File: config.mk
export PLATFORM = sky130hd
export DESIGN_NAME = ctag_array
export DESIGN_NICKNAME = d
export VERILOG_FILES = /design/src/rtl/cache_tag_pkg.sv /design/src/rtl/ctag_store.sv /design/src/rtl/ctag_match.sv /design/src/rtl/ctag_snoop.sv /design/src/rtl/ctag_refill.sv /design/src/rtl/ctag_array.sv
export SDC_FILE = /design/constraint.sdc
export NUM_CORES = 1
export LEC_CHECK = 0
export BUFFER_PORTS_ARGS = -buffer_cell sky130_fd_sc_hd__buf_2
export CAP_MARGIN = 10
export CELL_PAD_IN_SITES_DETAIL_PLACEMENT = 0
export CELL_PAD_IN_SITES_GLOBAL_PLACEMENT = 1
export CORE_ASPECT_RATIO = 1.5
export CORE_UTILIZATION = 44
export CTS_CLUSTER_SIZE = 14
export DETAILED_ROUTE_END_ITERATION = 10
export PLACE_DENSITY = 0.88
export SLEW_MARGIN = 30
export SYNTH_ARGS = -nofsm -noshare
export SYNTH_HDL_FRONTEND = slang
export SYNTH_SLANG_ARGS = --single-unit
File: constraint.sdc
create_clock -name clk -period 2.5 [get_ports clk]
set_input_delay 0.375 -clock clk [delete_from_list [all_inputs] [get_ports clk]]
set_output_delay 0.375 -clock clk [all_outputs]
set_load 0.01 [all_outputs]
File: src/rtl/cache_tag_pkg.sv
`timescale 1ns/1ps
package cache_tag_pkg;

    typedef enum logic {
        FILL_IDLE = 1'b0,
        FILL_BUSY = 1'b1
    } fill_state_e;

    function automatic int unsigned bits_for(int unsigned n);
        return (n > 1) ? $clog2(n) : 1;
    endfunction

endpackage

File: src/rtl/ctag_store.sv
`timescale 1ns/1ps
module ctag_store
    import cache_tag_pkg::*;
#(
    parameter int SETS  = 8,
    parameter int WAYS  = 2,
    parameter int TAG_W = 8,
    localparam int IDX_W = bits_for(SETS),
    localparam int WAY_W = bits_for(WAYS)
) (
    input  logic                            clk,
    input  logic                            rst_n,
    input  logic                            alloc_en,
    input  logic [IDX_W-1:0]                alloc_set,
    input  logic [WAY_W-1:0]                alloc_way,
    input  logic [TAG_W-1:0]                alloc_tag,
    input  logic                            mark_en,
    input  logic [IDX_W-1:0]                mark_set,
    input  logic [WAY_W-1:0]                mark_way,
    input  logic                            drop_en,
    input  logic [IDX_W-1:0]                drop_set,
    input  logic [WAY_W-1:0]                drop_way,
    input  logic [IDX_W-1:0]                rd_a_set,
    output logic [WAYS-1:0][TAG_W-1:0]      rd_a_tag,
    output logic [WAYS-1:0]                 rd_a_vld,
    input  logic [IDX_W-1:0]                rd_b_set,
    output logic [WAYS-1:0][TAG_W-1:0]      rd_b_tag,
    output logic [WAYS-1:0]                 rd_b_vld
);

    typedef struct packed {
        logic [SETS-1:0][WAYS-1:0]              vld;
        logic [SETS-1:0][WAYS-1:0][TAG_W-1:0]   tag;
    } store_t;

    store_t store_d, store_q;

    // Valid-flag writers, later ones win: mark, then allocate, then snoop drop.
    always_comb begin
        store_d = store_q;
        if (mark_en) begin
            store_d.vld[mark_set][mark_way] = 1'b1;
        end
        if (alloc_en) begin
            store_d.tag[alloc_set][alloc_way] = alloc_tag;
            store_d.vld[alloc_set][alloc_way] = 1'b0;
        end
        if (drop_en) begin
            store_d.vld[drop_set][drop_way] = 1'b0;
        end
    end

    always_ff @(posedge clk) begin
        if (!rst_n) begin
            store_q <= '0;
        end else begin
            store_q <= store_d;
        end
    end

    // Two independent read ports: cache lookup and snoop probe.
    assign rd_a_tag = store_q.tag[rd_a_set];
    assign rd_a_vld = store_q.vld[rd_a_set];
    assign rd_b_tag = store_q.tag[rd_b_set];
    assign rd_b_vld = store_q.vld[rd_b_set];

    a_r1_reset_clears: assert property (@(posedge clk)
        !rst_n |=> (store_q.vld == '0));

    a_r7_drop_wins: assert property (@(posedge clk) disable iff (!rst_n)
        drop_en |=> !store_q.vld[$past(drop_set)][$past(drop_way)]);

    a_r3_alloc_invalidates: assert property (@(posedge clk) disable iff (!rst_n)
        alloc_en |=> (!store_q.vld[$past(alloc_set)][$past(alloc_way)] &&
                      store_q.tag[$past(alloc_set)][$past(alloc_way)] == $past(alloc_tag)));

    a_r4_mark_sets: assert property (@(posedge clk) disable iff (!rst_n)
        (mark_en &&
         !(alloc_en && alloc_set == mark_set && alloc_way == mark_way) &&
         !(drop_en && drop_set == mark_set && drop_way == mark_way))
        |=> store_q.vld[$past(mark_set)][$past(mark_way)]);

endmodule

File: src/rtl/ctag_match.sv
`timescale 1ns/1ps
module ctag_match
    import cache_tag_pkg::*;
#(
    parameter int WAYS  = 2,
    parameter int TAG_W = 8,
    localparam int WAY_W = bits_for(WAYS)
) (
    input  logic                        clk,
    input  logic                        rst_n,
    input  logic [WAYS-1:0][TAG_W-1:0]  tags,
    input  logic [WAYS-1:0]             vld,
    input  logic [TAG_W-1:0]            probe_tag,
    output logic                        hit,
    output logic [WAY_W-1:0]            way
);

    logic [WAYS-1:0] way_hit;

    for (genvar gw = 0; gw < WAYS; gw++) begin : g_cmp
        assign way_hit[gw] = vld[gw] && (tags[gw] == probe_tag);
    end

    always_comb begin
        way = '0;
        for (int i = 0; i < WAYS; i++) begin
            if (way_hit[i]) begin
                way = WAY_W'(i);
            end
        end
    end

    assign hit = |way_hit;

    a_r10_single_way: assert property (@(posedge clk) disable iff (!rst_n)
        $onehot0(way_hit));

endmodule

File: src/rtl/ctag_snoop.sv
`timescale 1ns/1ps
module ctag_snoop #(
    parameter int ADDR_W = 16
) (
    input  logic              clk,
    input  logic              rst_n,
    input  logic              bus_stb,
    input  logic              bus_we,
    input  logic              bus_own,
    input  logic [ADDR_W-1:0] bus_addr,
    output logic              pend,
    output logic [ADDR_W-1:0] pend_addr
);

    typedef struct packed {
        logic              pend;
        logic [ADDR_W-1:0] addr;
    } snoop_t;

    snoop_t snp_d, snp_q;

    always_comb begin
        snp_d      = snp_q;
        snp_d.pend = bus_stb && bus_we && !bus_own;
        if (snp_d.pend) begin
            snp_d.addr = bus_addr;
        end
    end

    always_ff @(posedge clk) begin
        if (!rst_n) begin
            snp_q <= '0;
        end else begin
            snp_q <= snp_d;
        end
    end

    assign pend      = snp_q.pend;
    assign pend_addr = snp_q.addr;

    a_r6_own_or_read_dropped: assert property (@(posedge clk) disable iff (!rst_n)
        (bus_own || !bus_we || !bus_stb) |=> !pend);

endmodule

File: src/rtl/ctag_refill.sv
`timescale 1ns/1ps
module ctag_refill
    import cache_tag_pkg::*;
#(
    parameter int ROWS  = 4,
    parameter int IDX_W = 3,
    parameter int TAG_W = 8,
    parameter int WAY_W = 1,
    localparam int ROW_W = bits_for(ROWS)
) (
    input  logic             clk,
    input  logic             rst_n,
    input  logic             start,
    input  logic [IDX_W-1:0] start_set,
    input  logic [TAG_W-1:0] start_tag,
    input  logic [WAY_W-1:0] start_way,
    input  logic             row_we,
    input  logic             kill,
    output logic             busy,
    output logic [IDX_W-1:0] cur_set,
    output logic [TAG_W-1:0] cur_tag,
    output logic [WAY_W-1:0] cur_way,
    output logic [ROW_W-1:0] rows_done,
    output logic             poisoned,
    output logic             alloc_fire,
    output logic             complete_ok
);

    typedef struct packed {
        fill_state_e      st;
        logic [IDX_W-1:0] set;
        logic [TAG_W-1:0] tag;
        logic [WAY_W-1:0] way;
        logic [ROW_W-1:0] cnt;
        logic             poison;
    } fill_t;

    fill_t fill_d, fill_q;
    logic  last_row;

    always_comb begin
        fill_d      = fill_q;
        alloc_fire  = 1'b0;
        complete_ok = 1'b0;
        last_row    = (fill_q.st == FILL_BUSY) && row_we &&
                      (fill_q.cnt == ROW_W'(ROWS - 1));
        if (fill_q.st == FILL_IDLE) begin
            if (start) begin
                alloc_fire    = 1'b1;
                fill_d.st     = FILL_BUSY;
                fill_d.set    = start_set;
                fill_d.tag    = start_tag;
                fill_d.way    = start_way;
                fill_d.cnt    = '0;
                fill_d.poison = 1'b0;
            end
        end else if (last_row) begin
            // A snoop arriving with the final row still blocks the line.
            complete_ok   = !fill_q.poison && !kill;
            fill_d.st     = FILL_IDLE;
            fill_d.cnt    = '0;
            fill_d.poison = 1'b0;
        end else begin
            if (row_we) begin
                fill_d.cnt = fill_q.cnt + 1'b1;
            end
            if (kill) begin
                fill_d.poison = 1'b1;
            end
        end
    end

    always_ff @(posedge clk) begin
        if (!rst_n) begin
            fill_q <= '0;
        end else begin
            fill_q <= fill_d;
        end
    end

    assign busy      = (fill_q.st == FILL_BUSY);
    assign cur_set   = fill_q.set;
    assign cur_tag   = fill_q.tag;
    assign cur_way   = fill_q.way;
    assign rows_done = fill_q.cnt;
    assign poisoned  = fill_q.poison;

    a_r4_done_goes_idle: assert property (@(posedge clk) disable iff (!rst_n)
        (busy && row_we && rows_done == ROW_W'(ROWS - 1)) |=> !busy);

    a_r9_start_ignored: assert property (@(posedge clk) disable iff (!rst_n)
        (busy && start && !last_row) |=>
            (busy && cur_tag == $past(cur_tag) && cur_set == $past(cur_set) &&
             cur_way == $past(cur_way)));

    a_r8_poison_blocks: assert property (@(posedge clk) disable iff (!rst_n)
        poisoned |-> !complete_ok);

endmodule

File: src/rtl/ctag_array.sv
`timescale 1ns/1ps
module ctag_array
    import cache_tag_pkg::*;
#(
    parameter int ADDR_W     = 16,
    parameter int SETS       = 8,
    parameter int WAYS       = 2,
    parameter int LINE_BYTES = 32,
    parameter int ROW_BYTES  = 8
) (
    input  logic                        clk,
    input  logic                        rst_n,
    input  logic                        lk_valid,
    input  logic [ADDR_W-1:0]           lk_addr,
    output logic                        lk_hit,
    output logic [bits_for(WAYS)-1:0]   lk_way,
    input  logic                        rf_start,
    input  logic [ADDR_W-1:0]           rf_addr,
    input  logic [bits_for(WAYS)-1:0]   rf_way,
    input  logic                        rf_row_we,
    input  logic                        sn_stb,
    input  logic                        sn_we,
    input  logic                        sn_own,
    input  logic [ADDR_W-1:0]           sn_addr
);

    localparam int ROW_OFF = $clog2(ROW_BYTES);
    localparam int OFF_W   = $clog2(LINE_BYTES);
    localparam int ROWS    = LINE_BYTES / ROW_BYTES;
    localparam int ROW_W   = bits_for(ROWS);
    localparam int IDX_W   = bits_for(SETS);
    localparam int WAY_W   = bits_for(WAYS);
    localparam int TAG_W   = ADDR_W - OFF_W - IDX_W;

    // Address fields
    logic [IDX_W-1:0] lk_set, rf_set, sp_set;
    logic [TAG_W-1:0] lk_tag, rf_tag, sp_tag;
    logic [ROW_W-1:0] lk_row;
    logic             sp_pend;
    logic [ADDR_W-1:0] sp_addr;

    assign lk_set = lk_addr[OFF_W +: IDX_W];
    assign lk_tag = lk_addr[ADDR_W-1 -: TAG_W];
    assign lk_row = lk_addr[ROW_OFF +: ROW_W];
    assign rf_set = rf_addr[OFF_W +: IDX_W];
    assign rf_tag = rf_addr[ADDR_W-1 -: TAG_W];
    assign sp_set = sp_addr[OFF_W +: IDX_W];
    assign sp_tag = sp_addr[ADDR_W-1 -: TAG_W];

    logic unused_low_bits;
    assign unused_low_bits = ^{lk_addr[ROW_OFF-1:0], rf_addr[OFF_W-1:0], sp_addr[OFF_W-1:0]};

    // Submodule interconnect
    logic [WAYS-1:0][TAG_W-1:0] a_tags, b_tags;
    logic [WAYS-1:0]            a_vld, b_vld;
    logic                       a_hit, b_hit;
    logic [WAY_W-1:0]           a_way, b_way;
    logic                       f_busy, f_poison, f_alloc, f_done;
    logic [IDX_W-1:0]           f_set;
    logic [TAG_W-1:0]           f_tag;
    logic [WAY_W-1:0]           f_way;
    logic [ROW_W-1:0]           f_rows;
    logic                       drop_en, kill, fill_hit;

    ctag_snoop #(.ADDR_W(ADDR_W)) u_snoop (
        .clk       (clk),
        .rst_n     (rst_n),
        .bus_stb   (sn_stb),
        .bus_we    (sn_we),
        .bus_own   (sn_own),
        .bus_addr  (sn_addr),
        .pend      (sp_pend),
        .pend_addr (sp_addr)
    );

    ctag_store #(.SETS(SETS), .WAYS(WAYS), .TAG_W(TAG_W)) u_store (
        .clk       (clk),
        .rst_n     (rst_n),
        .alloc_en  (f_alloc),
        .alloc_set (rf_set),
        .alloc_way (rf_way),
        .alloc_tag (rf_tag),
        .mark_en   (f_done),
        .mark_set  (f_set),
        .mark_way  (f_way),
        .drop_en   (drop_en),
        .drop_set  (sp_set),
        .drop_way  (b_way),
        .rd_a_set  (lk_set),
        .rd_a_tag  (a_tags),
        .rd_a_vld  (a_vld),
        .rd_b_set  (sp_set),
        .rd_b_tag  (b_tags),
        .rd_b_vld  (b_vld)
    );

    ctag_match #(.WAYS(WAYS), .TAG_W(TAG_W)) u_match_lookup (
        .clk       (clk),
        .rst_n     (rst_n),
        .tags      (a_tags),
        .vld       (a_vld),
        .probe_tag (lk_tag),
        .hit       (a_hit),
        .way       (a_way)
    );

    ctag_match #(.WAYS(WAYS), .TAG_W(TAG_W)) u_match_snoop (
        .clk       (clk),
        .rst_n     (rst_n),
        .tags      (b_tags),
        .vld       (b_vld),
        .probe_tag (sp_tag),
        .hit       (b_hit),
        .way       (b_way)
    );

    ctag_refill #(.ROWS(ROWS), .IDX_W(IDX_W), .TAG_W(TAG_W), .WAY_W(WAY_W)) u_refill (
        .clk         (clk),
        .rst_n       (rst_n),
        .start       (rf_start),
        .start_set   (rf_set),
        .start_tag   (rf_tag),
        .start_way   (rf_way),
        .row_we      (rf_row_we),
        .kill        (kill),
        .busy        (f_busy),
        .cur_set     (f_set),
        .cur_tag     (f_tag),
        .cur_way     (f_way),
        .rows_done   (f_rows),
        .poisoned    (f_poison),
        .alloc_fire  (f_alloc),
        .complete_ok (f_done)
    );

    // Snoop side: clear a valid hit, poison a matching in-flight refill.
    assign drop_en = sp_pend && b_hit;
    assign kill    = sp_pend && f_busy && (sp_set == f_set) && (sp_tag == f_tag);

    // Lookup side: rows of the line under refill, including the one landing now.
    always_comb begin
        fill_hit = 1'b0;
        if (f_busy && !f_poison && lk_set == f_set && lk_tag == f_tag) begin
            fill_hit = (lk_row < f_rows) || (rf_row_we && lk_row == f_rows);
        end
        lk_hit = lk_valid && (a_hit || fill_hit);
        lk_way = a_hit ? a_way : f_way;
    end

    a_r5_fill_exclusive: assert property (@(posedge clk) disable iff (!rst_n)
        fill_hit |-> !a_hit);

    a_r7_snoop_clears_next: assert property (@(posedge clk) disable iff (!rst_n)
        (sp_pend && b_hit) |=> !(lk_valid && lk_set == $past(sp_set) &&
                                 lk_tag == $past(sp_tag) && a_hit &&
                                 !$past(f_alloc) && !$past(f_done)));

endmodule

# Word-level counts from Yosys, hierarchy flattened
# Cells that the tools add are included.
# word_totals
reg_bits,177
inputBits,57
output_inout_bits,2
word_cells,143
# classes
magnitude_cmp,14
bitwise,6
add_sub_neg,1
n_reduce_logical,35
n_eq_ne,12
n_mux,43
# ops
op,count
$mux 144,1
$bwmux 128,1
$bmux 16 s3,2
$mux 16,6
$demux 16 s3,1
$eq 8x8->1,6
$and 16x16->16,2
$not 16->16,2
$logic_and 1x1->1,24
$demux 2 s3,3
$lt 3x4->1 const B,4
$or 16x16->16,1
$mux 1,14
$bmux 2 s3,2
$mux 2,6
$ge 3x1->1 const B,3
$demux 8 s1,1
$mux 8,1
$eq 3x3->1,2
$lt 1x2->1 const B,3
$mux 3,2
$reduce_and 2->1,3
$reduce_or 2->1,2
$demux 1 s1,3
other kinds (11),16

# Longest topological paths before layout
# depth
depth_word,14
ltp_mapped,10
mapped_depth_nobuf,7

# Cells and area by module
# Synthesis repeated with hierarchy kept, for this count alone.
# hier_totals
cells_unflattened,1062
hier_area_um2,10473.8
# by_module_without_submodules
module,area_per_inst_um2,n_inst,seq_area_each_um2,cells_each
ctag_store,8449.4,1,2882.8,826
ctag_snoop,686.9,1,340.3,73
ctag_refill,626.9,1,320.3,73
ctag_match,192.7,2,0.0,23
ctag_array,325.3,1,0.0,44

# Worst setup path after synthesis
# OpenSTA, ideal clock, no wires.
# synth_path
kind,input-to-output
start,in lk_addr[5]
end,out lk_hit
n_path_buf,3
stages,9
t_arrival_ns,2.194
t_required_ns,2.125
path_slack_ns,-0.069
cell_sequence,buf_2 > buf_2 > buf_2 > mux4_2 > mux2_2 > nand4_1 > nor3_1 > o21ai_0 > o21ai_0
# synth_between
elab_chain_len,7
word_cells_on_any_way,15
classes_between,eq/ne (3); mux (5); reduce/logical (7)
# synth_lines
item,line,source
start: declaration,ctag_array.sv:14,"input logic [ADDR_W-1:0] lk_addr,"
$bmux 16 s3,ctag_store.sv:62,assign rd_a_tag = store_q.tag[rd_a_set];
$mux 16 (not written as such),ctag_store.sv:62,
$eq 8x8->1,ctag_match.sv:21,assign way_hit[gw] = vld[gw] && (tags[gw] == probe_tag);
$logic_and 1x1->1,ctag_match.sv:21,
$reduce_or 2->1,ctag_match.sv:33,assign hit = |way_hit;
$logic_or 1x1->1 *,ctag_array.sv:146,lk_hit = lk_valid && (a_hit || fill_hit);
$logic_and 1x1->1 *,ctag_array.sv:146,
end: declaration,ctag_array.sv:15,"output logic lk_hit,"
# Every way passes the cells marked *; elsewhere a longest branch is shown, timed or not. The select of a mux whose other input is x is not followed.

==> flow_summary.json <==
{
  "run_status": "complete, but fails checks",
  "failed_checks": "setup timing",
  "ys_async_sr_fraction_pct": 0,
  "synthesis.instances": 996,
  "grt_antenna_before_repair": 0,
  "synth-xor-area-share_pct": 4.38,
  "required_ns": 2.12,
  "synth_fp_nets": 1056,
  "worst-endpoint-arrival_ns": 2.46,
  "number_of_global_route_vias_before_repair": 8513,
  "crit_fanout": 3,
  "clock_sinks": 172,
  "via_count": 8620,
  "setup.worst_path.start_class": "register",
  "starting_utilization_of_the_core_area_pct": 45.0,
  "globalRoute.totalOverflow": 0,
  "synth.lib_cells_used.distinct": 58,
  "ys.flop_type": "dfxtp_1",
  "dp_hpwl_um": 22500,
  "finish.cell_count_without_fillers": 1412,
  "worst_supply_voltage_drop_on_vdd_mv": 0.390,
  "numPlacedInstances": 1354,
  "tightest_slew_ns": 0.722,
  "endpoint_kind": "primary output",
  "worst_hold_startpoint": "sn_addr[8]",
  "synth-compound-area-share_pct": 11.2,
  "maxSlewHeadroom_pct": 51.7,
  "cp_slowest_cell": "mux4_2",
  "layout.cells.most_common_list": "dfxtp_1, buf_4, nand2_1",
  "criticalPathCategory": "register to primary output",
  "largest_clock_skew_in_the_final_design_ns": 0.0115,
  "mappedNetlistArea_um2": 9800,
  "reg2reg_from": "u_snoop.pend_addr[7]",
  "critical_path.cell_chain": "mux4_2 > mux2i_2 > xnor2_1 > nor4_1 > and3_1 > o21ai_1 > o21ai_1 > buf_2",
  "comb_power_share_pct": 12.6,
  "synth.area.mux_share_pct": 26.5,
  "r2r_slack_ns": -0.19,
  "antenna-diode-count": 0,
  "critical_path_buf_inv_count": 1,
  "clock_power_share_pct": 43.3,
  "num_io_pins": 59,
  "global_route_wire_length_before_repair_um": 48800,
  "post-route-worst-setup-slack_ns": -0.331,
  "combinational_family_with_the_most_area_after_synthesis": "multiplexers",
  "internal-power_mw": 4.66,
  "grt.total_usage_pct": 29.2,
  "grt_setup_unrepaired": "true",
  "post_drt_wl_per_cell_um": 23.4,
  "floorplan.core_area_um2": 21800,
  "area.growth.synth_to_final_pct": 24.8,
  "tritoncts_clock_tree": "done",
  "std_cell_rows": 66,
  "postCtsHoldBufs": 0,
  "adder_cell_share_of_the_synthesized_area_pct": 0.383,
  "clock_path_buffers": 2,
  "route.detailed.vias_per_inst": 6.10,
  "holdWs_ns": 0.177,
  "power_per_cell_area_nw_per_um2": 522,
  "layout_commonest_cell": "dfxtp_1",
  "reg2reg_to": "u_store.store_q[130]",
  "wirelength_um": 33000,
  "switching_part_of_the_total_power_pct": 27.1,
  "die_y_um": 185,
  "clk_pin_slew_worst_paths_ns": 0.07,
  "hold_violations": 0,
  "post_route_cells_drive_above_1_share_pct": 31.4,
  "critical_path.most_common_cell": "o21ai_1",
  "post-route-min-period_ns": 2.83,
  "post-route-drc-count": 0,
  "power.switching_mw": 1.73,
  "final-setup-viol-count": 10,
  "grt_start_max_net_pins": 87,
  "hold_path_end": "u_snoop.pend_addr[8]",
  "cts_made_buffers": 17,
  "count_of_routing_violations_after_the_opening_detailed_route_iteration": 759,
  "clk-insertion-delay-late_ns": 0.44,
  "synth_seq_area_share_pct": 35.1,
  "buffer_ports.inserted": 45,
  "finish.net_count": 1187,
  "cts_max_level": 4,
  "syn_avg_cell_area_um2": 9.84,
  "hp_class": "input port to register",
  "power.leakage_nw": 4.55,
  "count_of_antenna_violating_nets_left_after_detailed_routing": 0,
  "timing.final.max_slew_violations": 0,
  "detailed_routing_iteration_count_for_the_pre_antenna_repair_pass": 7,
  "reg2regPathDepth": 10,
  "min_period_over_period_pct": 113,
  "design.die.area_um2": 22900,
  "synth_edf_count": 0,
  "cts-root-buf": "clkbuf_16",
  "worst_path_dominant_cell_family": "multiplexers",
  "yosysWarningCount": 0,
  "share_seq_of_total_power_pct": 44.1,
  "fp.dieW_um": 124,
  "gp_congestion": 0.974,
  "max_freq_mhz": 353,
  "worst_path_largest_cell_delay_ns": 0.48,
  "power_mw": 6.39,
  "whs_path_depth": 3,
  "ys_seq_elements": 172,
  "drv.max_cap_violation_count": 0,
  "post_synth_and_or_nand_nor_area_fraction_pct": 17.9
}
[how the worst max path moves through the flow]
stage	depth (start not counted)	from	to	slack [ns]
finish	8	register	lk_hit	-0.33
global route	8	register	lk_hit	-0.46
CTS	9	register	lk_hit	-0.30
detailed placement	11	lk_addr[6]	lk_hit	-0.40
global placement	11	lk_addr[6]	lk_hit	-0.35
floorplan	9	lk_addr[5]	lk_hit	0.002
[stage by stage]
stage | util (%) | cell area (um^2) | worst slack (ns) | TNS [ns]
after global placement | 50.7 | 11000 | -0.350 | -2.78
after detailed placement | 50.7 | 11100 | -0.401 | -2.67
final | 56.1 | 12200 | -0.331 | -1.96
after global routing | 56.1 | 12200 | -0.457 | -2.86
after CTS | 54.8 | 11900 | -0.296 | -0.571
after floorplan | - | 9810 | 0.00218 | 0
[repair_timing]
item                       in CTS  in global routing
resized for setup              35                 42
buffers inserted               11                 13
pin swaps                       9                 19
setup endpoints to repair      12                 18
gates cloned                    1                  1
[worst min-delay path: cells and delay by family]
family,cells,cell delay (ns)
buffers and inverters,1,0.09
AOI/OAI and AO/OA,1,0.06
and+or+nand+nor,1,0.04
[cell families (layout without fill, tap and decap cells)]
group	count (synthesis)	after routing
xor gates and xnor gates	49	49
buffers and inverters	95	239
adders and majority gates	3	3
muxes	194	194
and+or+nand+nor	341	341
AOI/OAI and AO/OA	142	142
DFF	172	172
[power by group through the flow]
stage,combinational (mW),sequential (mW),clock [mW]
after floorplan,0.432,2.87,0
after global placement,0.701,2.88,0
after detailed placement,0.708,2.88,0
after CTS,0.754,2.82,2.79
after global routing,0.847,2.82,2.89
final,0.804,2.82,2.77
[area by class of cell]
class / instances / area (um^2)
Inverter: 7 / 26.3
Tap cell: 272 / 340
Clock buffer: 17 / 425
Timing Repair Buffer: 200 / 1600
Multi-Input combinational cell: 729 / 6200
Fill cell: 1834 / 9560
Sequential cell: 172 / 3470
Clock inverter: 15 / 180
[cells in the mapped netlist (all sizes together), types with 2 or more instances]
cell type,count,area [um^2]
inv,7,26.3
buf,28,186
mux4,52,1170
o21ai,4,20.0
and3b,2,17.5
a22oi,14,105
a221oi,3,26.3
xnor2,22,193
nand3,63,320
nand3b,2,15.0
and2,2,12.5
mux2i,138,1380
and3,2,12.5
o31a,8,70.1
nand2b,2,12.5
a21boi,73,548
ha,3,37.5
nor4b,2,17.5
mux2,4,45.0
a21bo,3,30.0
a21o,5,37.5
nor4,10,62.6
nor3,6,30.0
dfxtp,172,3440
clkbuf,60,230
o211ai,3,22.5
nor3b,8,60.1
o211a,2,20.0
xor2,27,236
a31oi,12,75.1
a32oi,2,17.5
nor2,15,58.8
nand2,121,454
or2,3,18.8
nor2b,92,576
nand4,6,37.5
a21oi,7,35.0
[routing by layer]
| metal | vias to the layer above | GRT usage (%) | part of all wire (%) |
|---|---|---|---|
| met1 | 4135 | 32.3 | 36 |
| met5 | - | 0 | 0 |
| met2 | 487 | 49.3 | 49 |
| li1 | 3838 | - | - |
| met3 | 160 | 5.54 | 7.6 |
| met4 | 0 | 21.3 | 7.1 |
Power figures use the tool's default switching activity.
